$ cat src/rtl/ctrl_i2c_pkg.sv
package ctrl_i2c_pkg;
  localparam int REG_W  = 8;
  localparam int FLAG_W = 2;
  localparam int CTRL_W = REG_W - FLAG_W;
  localparam int CNT_W  = $clog2(REG_W);

  typedef enum logic [2:0] {
    ST_IDLE,
    ST_ADDR,
    ST_ADDR_ACK,
    ST_WR,
    ST_WR_ACK,
    ST_RD,
    ST_RD_ACK,
    ST_SKIP
  } i2c_st_e;
endpackage

$ cat src/rtl/i2c_sync_edge.sv
module i2c_sync_edge #(
  parameter int STAGES = 2
) (
  input  logic clk_i,
  input  logic rst_ni,
  input  logic scl_i,
  input  logic sda_i,
  output logic scl_o,
  output logic sda_o,
  output logic scl_rise_o,
  output logic scl_fall_o,
  output logic start_o,
  output logic stop_o
);
  logic [STAGES-1:0] scl_ff, sda_ff;
  logic scl_q, sda_q;

  always_ff @(posedge clk_i or negedge rst_ni) begin
    if (!rst_ni) begin
      scl_ff <= '1;
      sda_ff <= '1;
      scl_q  <= 1'b1;
      sda_q  <= 1'b1;
    end else begin
      scl_ff <= {scl_ff[STAGES-2:0], scl_i};
      sda_ff <= {sda_ff[STAGES-2:0], sda_i};
      scl_q  <= scl_ff[STAGES-1];
      sda_q  <= sda_ff[STAGES-1];
    end
  end

  assign scl_o      = scl_ff[STAGES-1];
  assign sda_o      = sda_ff[STAGES-1];
  assign scl_rise_o = scl_o & ~scl_q;
  assign scl_fall_o = ~scl_o & scl_q;
  assign start_o    = scl_o & scl_q & sda_q & ~sda_o;
  assign stop_o     = scl_o & scl_q & ~sda_q & sda_o;
endmodule

$ cat src/rtl/i2c_slave_fsm.sv
module i2c_slave_fsm
  import ctrl_i2c_pkg::*;
(
  input  logic              clk_i,
  input  logic              rst_ni,
  input  logic              scl_s_i,
  input  logic              sda_s_i,
  input  logic              scl_rise_i,
  input  logic              scl_fall_i,
  input  logic              start_i,
  input  logic              stop_i,
  input  logic              uvlo_i,
  input  logic [6:0]        slave_addr_i,
  input  logic [REG_W-1:0]  rd_byte_i,
  output logic              wr_en_o,
  output logic [CTRL_W-1:0] wr_data_o,
  output logic              sda_pull_o
);
  i2c_st_e          state_q;
  logic [CNT_W-1:0] cnt_q;
  logic [REG_W-1:0] rx_q, tx_q;
  logic             full_q, rw_q, mack_q;

  localparam logic [CNT_W-1:0] LAST = CNT_W'(REG_W - 1);

  always_ff @(posedge clk_i or negedge rst_ni) begin
    if (!rst_ni) begin
      state_q <= ST_IDLE;
      cnt_q   <= '0;
      rx_q    <= '0;
      tx_q    <= '0;
      full_q  <= 1'b0;
      rw_q    <= 1'b0;
      mack_q  <= 1'b0;
    end else if (uvlo_i) begin
      state_q <= ST_IDLE;
      cnt_q   <= '0;
      full_q  <= 1'b0;
    end else if (start_i) begin
      state_q <= ST_ADDR;
      cnt_q   <= '0;
      full_q  <= 1'b0;
    end else if (stop_i) begin
      state_q <= ST_IDLE;
      cnt_q   <= '0;
      full_q  <= 1'b0;
    end else begin
      case (state_q)
        ST_ADDR, ST_WR: begin
          if (scl_rise_i) begin
            rx_q  <= {rx_q[REG_W-2:0], sda_s_i};
            cnt_q <= cnt_q + 1'b1;
            if (cnt_q == LAST) full_q <= 1'b1;
          end else if (scl_fall_i && full_q) begin
            full_q <= 1'b0;
            if (state_q == ST_WR) begin
              state_q <= ST_WR_ACK;
            end else if (rx_q[REG_W-1:1] == slave_addr_i) begin
              state_q <= ST_ADDR_ACK;
              rw_q    <= rx_q[0];
            end else begin
              state_q <= ST_SKIP;
            end
          end
        end
        ST_ADDR_ACK: begin
          if (scl_fall_i) begin
            cnt_q <= '0;
            if (rw_q) begin
              state_q <= ST_RD;
              tx_q    <= rd_byte_i;
            end else begin
              state_q <= ST_WR;
            end
          end
        end
        ST_WR_ACK: begin
          if (scl_fall_i) state_q <= ST_WR;
        end
        ST_RD: begin
          if (scl_fall_i) begin
            tx_q  <= {tx_q[REG_W-2:0], 1'b1};
            cnt_q <= cnt_q + 1'b1;
            if (cnt_q == LAST) state_q <= ST_RD_ACK;
          end
        end
        ST_RD_ACK: begin
          if (scl_rise_i) begin
            mack_q <= ~sda_s_i;
          end else if (scl_fall_i) begin
            if (mack_q) begin
              state_q <= ST_RD;
              tx_q    <= rd_byte_i;
            end else begin
              state_q <= ST_SKIP;
            end
          end
        end
        default: ;
      endcase
    end
  end

  assign wr_en_o    = (state_q == ST_WR) && scl_fall_i && full_q && !uvlo_i && !start_i && !stop_i;
  assign wr_data_o  = rx_q[REG_W-1 -: CTRL_W];
  assign sda_pull_o = (state_q == ST_ADDR_ACK) || (state_q == ST_WR_ACK) ||
                      ((state_q == ST_RD) && !tx_q[REG_W-1]);

  // no ACK while lockout is held
  assert_no_ack_uvlo_R5: assert property (@(posedge clk_i) disable iff (!rst_ni)
    ($past(uvlo_i) && uvlo_i) |-> !sda_pull_o);

  // slave SDA changes only while SCL is low
  assert_pull_scl_low_R7: assert property (@(posedge clk_i) disable iff (!rst_ni)
    (scl_s_i && $past(scl_s_i) && !uvlo_i && !$past(uvlo_i)) |-> $stable(sda_pull_o));
endmodule

$ cat src/rtl/ctrl_reg.sv
module ctrl_reg
  import ctrl_i2c_pkg::*;
(
  input  logic              clk_i,
  input  logic              rst_ni,
  input  logic              uvlo_i,
  input  logic              we_i,
  input  logic [CTRL_W-1:0] wdata_i,
  output logic [CTRL_W-1:0] ctrl_o
);
  always_ff @(posedge clk_i or negedge rst_ni) begin
    if (!rst_ni)     ctrl_o <= '0;
    else if (uvlo_i) ctrl_o <= '0;
    else if (we_i)   ctrl_o <= wdata_i;
  end

  // lockout clears register
  assert_uvlo_clear_R5: assert property (@(posedge clk_i) disable iff (!rst_ni)
    uvlo_i |=> (ctrl_o == '0));

  // register moves only on an accepted write
  assert_hold_no_write_R1: assert property (@(posedge clk_i) disable iff (!rst_ni)
    (!we_i && !uvlo_i) |=> $stable(ctrl_o));
endmodule

$ cat src/rtl/ctrl_reg_i2c_slave.sv
module ctrl_reg_i2c_slave
  import ctrl_i2c_pkg::*;
#(
  parameter int          SYNC_STAGES = 2,
  parameter logic [4:0]  ADDR_BASE   = 5'b00010
) (
  input  logic              clk_i,
  input  logic              rst_ni,
  input  logic              scl_i,
  input  logic              sda_i,
  input  logic [1:0]        addr_sel_i,
  input  logic              uvlo_i,
  input  logic              flag_ovl_i,
  input  logic              flag_ovt_i,
  output logic              sda_pull_o,
  output logic [CTRL_W-1:0] ctrl_o
);
  logic scl_s, sda_s, scl_rise, scl_fall, start_det, stop_det;
  logic wr_en;
  logic [CTRL_W-1:0] wr_data;
  logic [REG_W-1:0]  rd_byte;

  i2c_sync_edge #(.STAGES(SYNC_STAGES)) u_sync (
    .clk_i, .rst_ni, .scl_i, .sda_i,
    .scl_o(scl_s), .sda_o(sda_s),
    .scl_rise_o(scl_rise), .scl_fall_o(scl_fall),
    .start_o(start_det), .stop_o(stop_det)
  );

  assign rd_byte = {ctrl_o, flag_ovt_i, flag_ovl_i};

  i2c_slave_fsm u_fsm (
    .clk_i, .rst_ni,
    .scl_s_i(scl_s), .sda_s_i(sda_s),
    .scl_rise_i(scl_rise), .scl_fall_i(scl_fall),
    .start_i(start_det), .stop_i(stop_det),
    .uvlo_i,
    .slave_addr_i({ADDR_BASE, addr_sel_i}),
    .rd_byte_i(rd_byte),
    .wr_en_o(wr_en), .wr_data_o(wr_data),
    .sda_pull_o
  );

  ctrl_reg u_reg (
    .clk_i, .rst_ni, .uvlo_i,
    .we_i(wr_en), .wdata_i(wr_data),
    .ctrl_o
  );

  // a STOP leaves SDA released
  assert_stop_release_R8: assert property (@(posedge clk_i) disable iff (!rst_ni)
    stop_det |=> !sda_pull_o);
endmodule

$ cat config.mk
export PLATFORM = sky130hd
export DESIGN_NAME = ctrl_reg_i2c_slave
export DESIGN_NICKNAME = d
export VERILOG_FILES = /design/src/rtl/ctrl_i2c_pkg.sv /design/src/rtl/i2c_sync_edge.sv /design/src/rtl/i2c_slave_fsm.sv /design/src/rtl/ctrl_reg.sv /design/src/rtl/ctrl_reg_i2c_slave.sv
export SDC_FILE = /design/constraint.sdc
export NUM_CORES = 1
export LEC_CHECK = 0
export ABC_AREA = 1
export ABC_CLOCK_PERIOD_IN_PS = 2300
export BUFFER_PORTS_ARGS = -buffer_cell sky130_fd_sc_hd__buf_4
export CORE_MARGIN = 1
export CORE_UTILIZATION = 55
export DETAILED_ROUTE_END_ITERATION = 10
export GPL_TIMING_DRIVEN = 0
export PLACE_DENSITY_LB_ADDON = 0.3
export SETUP_SLACK_MARGIN = 0.1
export SKIP_CTS_REPAIR_TIMING = 1
export SLEW_MARGIN = 10
export SYNTH_ARGS = -nofsm -noshare
export SYNTH_HDL_FRONTEND = slang
export SYNTH_SLANG_ARGS = --single-unit
$ cat constraint.sdc
create_clock -name clk_i -period 2.3 [get_ports clk_i]
set_clock_uncertainty 0.15 [all_clocks]
set_input_delay 0.23 -clock clk_i [delete_from_list [all_inputs] [get_ports clk_i]]
set_output_delay 0.23 -clock clk_i [all_outputs]
set_load 0.02 [all_outputs]
==> out/results.ini, run 1 <==
[clock_tree]
cts_max_level = 2
cts_inserted_buffers = 5
clockRootBuffer = clkbuf_4
insertion_delay_ps = 340
clkTransAtPathRegs_ps = 100
clockBufferDepth = 2
cts_tree = built
cts_sinks = 37

[floorplanning]
die_x_um = 60.3
die-area_mm2 = 0.00364
coreArea_mm2 = 0.00313
start_util = 0.598
row_count = 20
ios = 16
die_h_um = 60.3

[drt]
vias = 1424
routedWlPerCell_um = 11.8
wl_um = 3360
vias_per_cell = 5.01
drc = 0
drtIter0Drc = 52
ant_nets = 0
first_pass_iters = 4

[timing]
slew_violations = 0
worst_slew_pin_slew_ps = 452
fmax_mhz = 506
final.min_clock_period_ps = 1980
rsz0062_at_grt = false
relSlewSlack = 0.699
setup-tns-final_ps = 0
setup_viol = 0
post-route-period-util = 0.860
finalHoldViolations = 0

[pwr]
p_leak_nw = 1.11
power_density_mw_per_mm2 = 909
ir_drop_v = 0.000516

[worst_setup_path]
r2r_slack_ps = 510
worstSetupPathType = reg2out
r2r-end = u_fsm.tx_q[6]$_DFFE_PN0P_
critPathArrivalTime_ps = 1600
critPathMaxFanout = 10
crit_path_end = sda_pull_o
end_kind = output pin
r2r-start = u_sync.sda_ff[1]$_DFF_PN1_
cp-start-kind = flip-flop
critPathLaunch = u_fsm.state_q[1]$_DFFE_PN0P_
critPathRequiredTime_ps = 1920
r2r_cells = 8

[synth]
synth-seq-cells = 37
yosysMostFrequentCell = nand2_1
syn_nets = 225
synth.distinct_cells = 27
synth_compound_area_frac = 0.117
yosys-top-cells-area = dfrtp_1, nand2_1, dfstp_2
yosys.area_share.simple = 0.257
syn_area_mm2 = 0.00187
synth_top_family_by_area = simple AND/OR/NAND/NOR gates
synth_ff_type = dfrtp_1
synthMuxAreaShare = 0.0374
async_flop_share = 1.00
yosys_warnings = 0
synth-xor-area-share = 0
synth-adder-area-share = 0.0134
synth_commonest_cells = nand2_1, dfrtp_1, inv_1
synth_top_cell_area_share = 0.414
avgSynthCellArea_um2 = 8.75
synth_largest_area_cell = dfrtp_1
syn_inst = 214
ys_seq_area_frac = 0.499
synth-edff-count = 0

[cells_and_area]
nNetsFinal = 250
drive_above_1_share = 0.242
diodes = 0
fill_cells = 274
final_area_mm2 = 0.00215
syn_to_final_growth_pct = 15.1
stdcell_count = 284

[placement]
dpl_cell_area_mm2 = 0.00204
gp_congestion = 0.905
portBuffers = 15
dp_cells = 273
dp_hpwl_um = 2410

[global_route]
grt_pass1_wl_um = 5770
grt_use_total = 0.218
grt_max_degree = 38
antenna_found_initial = 0
grt_pass1_vias = 1335
grt_remaining_overflow = 0

[worst_hold_path]
worstHoldStart = uvlo_i
hp-class = in2reg

[flow_run]
drv_cap = 0

[outcome]
status = complete, no violations

## where the power goes
part	leakage, nW	total [mW]	internal, mW	switching (mW)
logic	0.586	0.618	0.232	0.386
registers	0.473	0.871	0.773	0.0977
clock network	0.0455	0.470	0.260	0.211
total	1.11	1.96	1.26	0.694
## flip-flops by register name, indices dropped and copies added, names as in the netlist
name and cells:
u_fsm.cnt_q 3, u_fsm.full_q 1, u_fsm.mack_q 1, u_fsm.rw_q 1, u_fsm.rx_q 8, u_fsm.state_q 3
u_fsm.tx_q 8, u_reg.ctrl_o 6, u_sync.scl_ff 2, u_sync.scl_q 1, u_sync.sda_ff 2, u_sync.sda_q 1
## layout make-up
| class | instances | area, um2 | share of cell area |
|---|---|---|---|
| sequential | 37 | 933 | 0.433 |
| multi-input combinational | 147 | 795 | 0.369 |
| timing repair buffer | 18 | 143 | 0.0662 |
| inverter | 26 | 97.6 | 0.0453 |
| clock buffer | 7 | 55.1 | 0.0256 |
| tap | 44 | 55.1 | 0.0256 |
| buffer | 4 | 46.3 | 0.0215 |
| clock inverter | 1 | 30.0 | 0.0139 |
## routing by layer
metal  wire length (um)  share of wire  track usage  vias to the layer above
met2               1540           0.46        0.336                       19
met1               1670           0.50        0.303                      664
met4                 44          0.013       0.0698                        0
li1                   -              -            -                      736
met3                105          0.031       0.0576                        5
met5                  0              0            0                        -
## metrics by stage
stage          hold WS (ps)   util  setup WS (ps)  power (mW)
2_1_floorplan          -216      -            671        1.34
4_1_cts                -306  0.679            315        1.96
5_1_grt                14.7  0.689            222        2.09
3_3_place_gp           62.2  0.652            541        1.48
6_report               12.1  0.689            323        1.96
3_5_place_dp           65.5  0.652            531        1.50
## cell families (layout without fill, tap and decap cells)
kind of cell | count (synthesis) | after routing
AND/OR/NAND/NOR | 102 | 102
flip-flops | 37 | 37
AO/OA/AOI/OAI | 36 | 36
buffers and inverters | 30 | 56
multiplexers | 7 | 7
adder cells (fa/ha/maj) | 2 | 2
## how the worst min path moves through the flow
stage | to | slack (ps) | cells after the start
3_5_place_dp | u_fsm.tx_q[5]$_DFFE_PN0P_ | 70 | 1
5_1_grt | u_fsm.state_q[0]$_DFFE_PN0P_ | 10 | 4
2_1_floorplan | u_fsm.cnt_q[0]$_DFFE_PN0P_ | -220 | 0
4_1_cts | u_fsm.tx_q[0]$_DFFE_PN0P_ | -310 | 1
3_3_place_gp | u_fsm.tx_q[5]$_DFFE_PN0P_ | 60 | 1
6_report | u_fsm.state_q[0]$_DFFE_PN0P_ | 10 | 4
## critical path, cell delays in order, from the launching register on
cell      delay, ps
dfrtp_1         470
inv_1            80
nand3_1         130
buf_4           230
o221ai_1        170
buf_4           180
## layout by cell type (no fill, tap or decap), types with 8 or more instances in the layout
| master | instances |
|---|---|
| nand2_1 | 51 |
| dfrtp_1 | 31 |
| inv_1 | 23 |
| nor2_1 | 19 |
| buf_4 | 17 |
| nand3_1 | 13 |
| o21ai_0 | 12 |
| o21ai_2 | 9 |
| o21ai_1 | 8 |
Power figures use the tool's default switching activity.
==> run 2, diff against run 1 <==
--- a/config.mk
+++ b/config.mk
@@ -9,7 +9,7 @@
 export ABC_CLOCK_PERIOD_IN_PS = 2300
 export BUFFER_PORTS_ARGS = -buffer_cell sky130_fd_sc_hd__buf_4
 export CORE_MARGIN = 1
-export CORE_UTILIZATION = 55
+export CORE_UTILIZATION = 44
 export DETAILED_ROUTE_END_ITERATION = 10
 export GPL_TIMING_DRIVEN = 0
 export PLACE_DENSITY_LB_ADDON = 0.3
==> out/results.ini, run 2 (synthesis results as in run 1) <==
[outcome]
status = complete, no violations

[timing]
worst_slew_pin_slew_ps = 456  ; +3.88 ps
fmax_mhz = 525  ; +3.9%
setup_viol = 0  ; unchanged
slew_violations = 0  ; unchanged
rsz0062_at_grt = false
setup-tns-final_ps = 0  ; unchanged
post-route-period-util = 0.828  ; -0.0319
whs_ps = 81.8  ; +69.8 ps
final.min_clock_period_ps = 1900  ; -73.3 ps
relSlewSlack = 0.696  ; -0.00259
finalHoldViolations = 0  ; unchanged

[clock_tree]
clockRootBuffer = clkbuf_8
clockBufferDepth = 2  ; unchanged
cts_inserted_buffers = 5  ; unchanged
clkTransAtPathRegs_ps = 70  ; -30 ps
cts_tree = built
insertion_delay_ps = 290  ; -50 ps
cts_sinks = 37  ; unchanged
cts_max_level = 2  ; unchanged

[worst_hold_path]
worstHoldStart = uvlo_i
hp-class = in2reg

[cells_and_area]
nNetsFinal = 250  ; unchanged
final_cell_mix = nand2_1, dfrtp_1, inv_1
reg_top3 = u_fsm.rx_q (8), u_fsm.tx_q (8), u_reg.ctrl_o (6)
fin_util = 0.536  ; -0.153
diodes = 0  ; unchanged
drive_above_1_share = 0.238  ; -0.00417
layout_commonest_cell = nand2_1
fill_cells = 399  ; +46%
final_area_mm2 = 0.00216  ; +0.17%
syn_to_final_growth_pct = 15.3

[worst_setup_path]
critPathLaunch = u_fsm.state_q[1]$_DFFE_PN0P_
critPathArrivalTime_ps = 1520  ; -80 ps
critPathRequiredTime_ps = 1920  ; about the same
r2r-start = u_fsm.state_q[2]$_DFFE_PN0P_
critPathMaxFanout = 10  ; unchanged
worstSetupPathType = reg2out
cp-start-kind = flip-flop
end_kind = output pin
r2r_slack_ps = 520  ; about the same

[drt]
vias_per_cell = 4.95  ; -1.3%
vias = 1435  ; +0.77%
drc = 0  ; unchanged
drtIter0Drc = 121  ; +130%
routedWlPerCell_um = 12.0  ; +1.9%
ant_nets = 0  ; unchanged
wl_um = 3490  ; +4.0%
first_pass_iters = 4  ; unchanged

[floorplanning]
coreArea_mm2 = 0.00403  ; +29%
die_x_um = 67.2  ; +11%
row_count = 23  ; +15%
ios = 16  ; unchanged
die_h_um = 67.2  ; +11%
die-area_mm2 = 0.00452  ; +24%
start_util = 0.465  ; -0.134

[pwr]
p_leak_nw = 1.10  ; -0.30%
power_density_mw_per_mm2 = 892  ; -1.9%
ir_drop_v = 0.000450  ; -13%

[global_route]
grt_pass1_wl_um = 6230  ; +8.0%
grt_use_total = 0.188  ; -0.0305
antenna_found_initial = 0  ; unchanged
grt_pass1_vias = 1345  ; +0.75%
grt_max_degree = 38  ; unchanged
grt_remaining_overflow = 0  ; unchanged

[flow_run]
drv_cap = 0  ; unchanged

[placement]
dp_hpwl_um = 2520  ; +4.4%
gp_congestion = 0.827  ; -8.6%
dpl_cell_area_mm2 = 0.00205  ; +0.37%
portBuffers = 15  ; unchanged

[run 2: changes by cell type in the layout (fill, tap and decap cells not counted), sizes merged]
cell and delta:
bufinv -1, clkinv +1
[run 2: power breakdown]
group	total, mW	internal (mW)	switching [mW]
clock network	0.432	0.212	0.219
logic	0.617	0.232	0.385
registers	0.877	0.774	0.103
total	1.93	1.22	0.707
[run 2: path summary, 6_finish.rpt]
path | end | cells past startpoint
hold / removal | u_fsm.state_q[0]$_DFFE_PN0P_ | 4
hold reg to reg | u_sync.scl_ff[1]$_DFF_PN1_ | 0
max in group asynchronous | u_sync.sda_ff[0]$_DFF_PN1_ | 2
min in group asynchronous | u_fsm.tx_q[7]$_DFFE_PN0P_ | 2
setup reg to reg | u_fsm.tx_q[6]$_DFFE_PN0P_ | 9
setup / recovery | sda_pull_o | 5
[run 2: per-stage QoR]
stage	power (mW)	cells	worst slack, ps
CTS	1.95	287	387
global placement	1.49	279	569
finish	1.93	290	396
detailed placement	1.50	279	548
global route	2.08	290	287
floorplan	1.34	214	671
[run 2: area by class of cell]
| class | instances | area, um2 | area share |
|---|---|---|---|
| repair buffers | 18 | 143 | 0.0661 |
| clock inverters | 1 | 5.00 | 0.00232 |
| well taps | 50 | 62.6 | 0.0290 |
| clock buffers | 7 | 76.3 | 0.0354 |
| multi-input cells | 147 | 795 | 0.368 |
| inverters | 26 | 97.6 | 0.0452 |
| plain buffers | 4 | 46.3 | 0.0214 |
| flip-flops and latches | 37 | 933 | 0.432 |
[run 2: layer usage]
| layer | GRT usage | part of all wire |
|---|---|---|
| met5 | 0 | 0 |
| met4 | 0.0798 | 0.015 |
| met3 | 0.0507 | 0.033 |
| met2 | 0.280 | 0.46 |
| met1 | 0.255 | 0.50 |
[run 2: worst max-delay path, stage by stage (launching register included)]
cell	delay, ps
dfrtp_1	460
inv_1	80
nand3_1	130
buf_4	230
o221ai_1	170
buf_4	170
==> run 3, diff against run 2 <==
--- a/config.mk
+++ b/config.mk
@@ -5,8 +5,8 @@
 export SDC_FILE = /design/constraint.sdc
 export NUM_CORES = 1
 export LEC_CHECK = 0
-export ABC_AREA = 1
-export ABC_CLOCK_PERIOD_IN_PS = 2300
+export ABC_AREA = 0
+export ABC_CLOCK_PERIOD_IN_PS = 1500
 export BUFFER_PORTS_ARGS = -buffer_cell sky130_fd_sc_hd__buf_4
 export CORE_MARGIN = 1
 export CORE_UTILIZATION = 44
==> constraint.sdc (replaced) <==
create_clock -name clk_i -period 1.5 [get_ports clk_i]
set_clock_uncertainty 0.15 [all_clocks]
set_input_delay 0.15 -clock clk_i [delete_from_list [all_inputs] [get_ports clk_i]]
set_output_delay 0.15 -clock clk_i [all_outputs]
set_load 0.02 [all_outputs]
==> out/results.ini, run 3 <==
[outcome]
status = complete, but fails checks
violations = negative setup slack

[drt]
vias_per_cell = 5.54  ; +12%
routedWlPerCell_um = 17.0  ; +41%
drtIter0Drc = 50  ; -59%
drc = 0  ; unchanged
ant_nets = 0  ; unchanged
first_pass_iters = 4  ; unchanged
vias = 1452  ; +1.2%
wl_um = 4440  ; +27%

[cells_and_area]
drive_above_1_share = 0.486  ; +0.248
nNetsFinal = 222  ; -11%
syn_to_final_growth_pct = 41.1
final_cell_mix = buf_4, dfrtp_1, nand2_1
multi_input_area_mm2 = 0.00105  ; +32%
fill_cells = 283  ; -29%
seq_area_um2 = 935  ; +0.13%
layout_commonest_cell = buf_4
stdcell_count = 262  ; -9.7%
diodes = 0  ; unchanged
reg_top3 = u_fsm.rx_q (8), u_fsm.tx_q (8), u_reg.ctrl_o (6)
final_area_mm2 = 0.00258  ; +20%

[global_route]
antenna_found_initial = 0  ; unchanged
grt_max_degree = 38  ; unchanged
grt_use_total = 0.177  ; -0.0102
grt_pass1_vias = 1229  ; -8.6%
grt_pass1_wl_um = 5820  ; -6.6%
grt_remaining_overflow = 0  ; unchanged

[timing]
setup-tns-final_ps = -6500  ; -6500 ps
post-route-period-util = 1.29
final.min_clock_period_ps = 1940
rsz0062_at_grt = true
worst_slack_ps = -438  ; -834 ps
relSlewSlack = 0.697  ; +0.000773
setup_viol = 32  ; +32
slew_violations = 0  ; unchanged
fmax_mhz = 516
worst_slew_pin_slew_ps = 454  ; -1.16 ps
finalHoldViolations = 0  ; unchanged

[synth]
syn_nets = 173  ; -23%
synth-seq-cells = 37  ; unchanged
synth_top_cell_area_share = 0.424  ; +0.00964
ys_seq_area_frac = 0.510  ; +0.0116
yosys_warnings = 0  ; unchanged
synth-edff-count = 0  ; unchanged
synth.distinct_cells = 48  ; +78%
yosys-top-cells-area = dfrtp_1, dfstp_2, mux2i_1
synth_commonest_cells = dfrtp_1, nand2_1, mux2i_1
avgSynthCellArea_um2 = 11.3  ; +29%
async_flop_share = 1.00  ; unchanged
synth_largest_area_cell = dfrtp_1
synth_ff_type = dfrtp_1
yosysMostFrequentCell = dfrtp_1
syn_area_mm2 = 0.00183  ; -2.3%
syn_inst = 162  ; -24%

[clock_tree]
clockBufferDepth = 2  ; unchanged
cts_sinks = 37  ; unchanged
insertion_delay_ps = 300  ; about the same
cts_max_level = 2  ; unchanged
clkTransAtPathRegs_ps = 80  ; about the same
cts_inserted_buffers = 5  ; unchanged
cts_tree = built
clockRootBuffer = clkbuf_8

[worst_setup_path]
cp_top_family = simple AND/OR/NAND/NOR gates
cp-start-kind = flip-flop
critPathRequiredTime_ps = 1530  ; -390 ps
cp_num_buf_inv = 0  ; -3
cp_slowest_stage_delay_ps = 400  ; -60 ps
worstSetupPathType = reg2reg
path_cells = nor4_2, nand4_1, or2_4, nor3_4, mux2_4
critPathSlowestCell = dfrtp_1
critPathMaxFanout = 3  ; -7
end_kind = flip-flop
critPathArrivalTime_ps = 1970  ; +450 ps

[flow_run]
drv_cap = 0  ; unchanged

[pwr]
power_density_mw_per_mm2 = 1460  ; +64%
ir_drop_v = 0.000897  ; +100%
p_leak_nw = 1.23  ; +11%
power_mw = 3.77  ; +96%

[floorplanning]
start_util = 0.457  ; -0.00729
coreArea_mm2 = 0.00400  ; -0.71%
row_count = 23  ; unchanged
ios = 16  ; unchanged
die_h_um = 66.5  ; -1.1%
die_x_um = 66.5  ; -1.1%
die-area_mm2 = 0.00442  ; -2.2%

[placement]
portBuffers = 15  ; unchanged
dp_cells = 227  ; -19%
dpl_cell_area_mm2 = 0.00204  ; -0.55%
dp_hpwl_um = 2490  ; -1.1%
gp_congestion = 0.872  ; +5.4%

[worst_hold_path]
hp-class = in2reg

-- run 3: metrics by stage --
| step | utilization | setup slack [ps] | hold WS [ps] |
|---|---|---|---|
| finish | 0.645 | -438 | 12.3 |
| floorplan | - | -224 | -296 |
| global route | 0.645 | -526 | 46.2 |
| CTS | 0.537 | -498 | -334 |
| global placement | 0.509 | -418 | -27.7 |
| detailed placement | 0.509 | -460 | -16.2 |
-- run 3: cells by family (layout without fill, tap and decap cells) --
kind of cell | Yosys count | count (layout) | synth area share
XOR/XNOR | 4 | 4 | 0.0191
buffers and inverters | 9 | 58 | 0.0342
flip-flops | 37 | 37 | 0.510
AND/OR/NAND/NOR | 52 | 53 | 0.159
adder cells (fa/ha/maj) | 2 | 2 | 0.0137
AO/OA/AOI/OAI | 38 | 38 | 0.146
multiplexers | 20 | 20 | 0.118
-- run 3: area by class of cell --
type                       count  share of cell area
buffer                         6              0.0228
clock buffer                   5              0.0267
clock inverter                 3              0.0170
inverter                       3             0.00436
multi-input combinational    117               0.407
sequential                    37               0.362
tap                           50              0.0242
timing repair buffer          41               0.136
-- run 3: worst reg2reg max path: cells and delay by family (launching register included) --
family           cells  cell delay, ps
muxes                1             320
DFF                  1             400
and+or+nand+nor      4             950
-- run 3: report_power, final --
group          leakage (nW)  switching (mW)  internal (mW)
registers             0.485           0.138           1.15
logic                 0.683           0.803          0.818
clock network        0.0585           0.367          0.498
total                  1.23            1.31           2.46
-- run 3: final timing paths --
check	from	cells past startpoint	endpoint	slack (ps)
max	u_fsm.rx_q[3]$_DFFE_PN0P_	5	u_fsm.rw_q$_DFFE_PN0P_	-440
min	flag_ovt_i	3	u_fsm.tx_q[1]$_DFFE_PN0P_	10
max reg2reg	u_fsm.rx_q[3]$_DFFE_PN0P_	5	u_fsm.rw_q$_DFFE_PN0P_	-440
min reg2reg	u_sync.sda_ff[0]$_DFF_PN1_	0	u_sync.sda_ff[1]$_DFF_PN1_	210
max in group asynchronous	rst_ni	2	u_fsm.state_q[2]$_DFFE_PN0P_	660
min in group asynchronous	rst_ni	2	u_fsm.rx_q[2]$_DFFE_PN0P_	200
-- run 3: routing by layer --
| metal | track usage | share of wire | vias to the layer above |
|---|---|---|---|
| met5 | 0 | 0 | - |
| met4 | 0.0665 | 0.037 | 0 |
| met3 | 0.0497 | 0.040 | 15 |
| met2 | 0.286 | 0.50 | 41 |
| met1 | 0.226 | 0.42 | 713 |
| li1 | - | - | 683 |
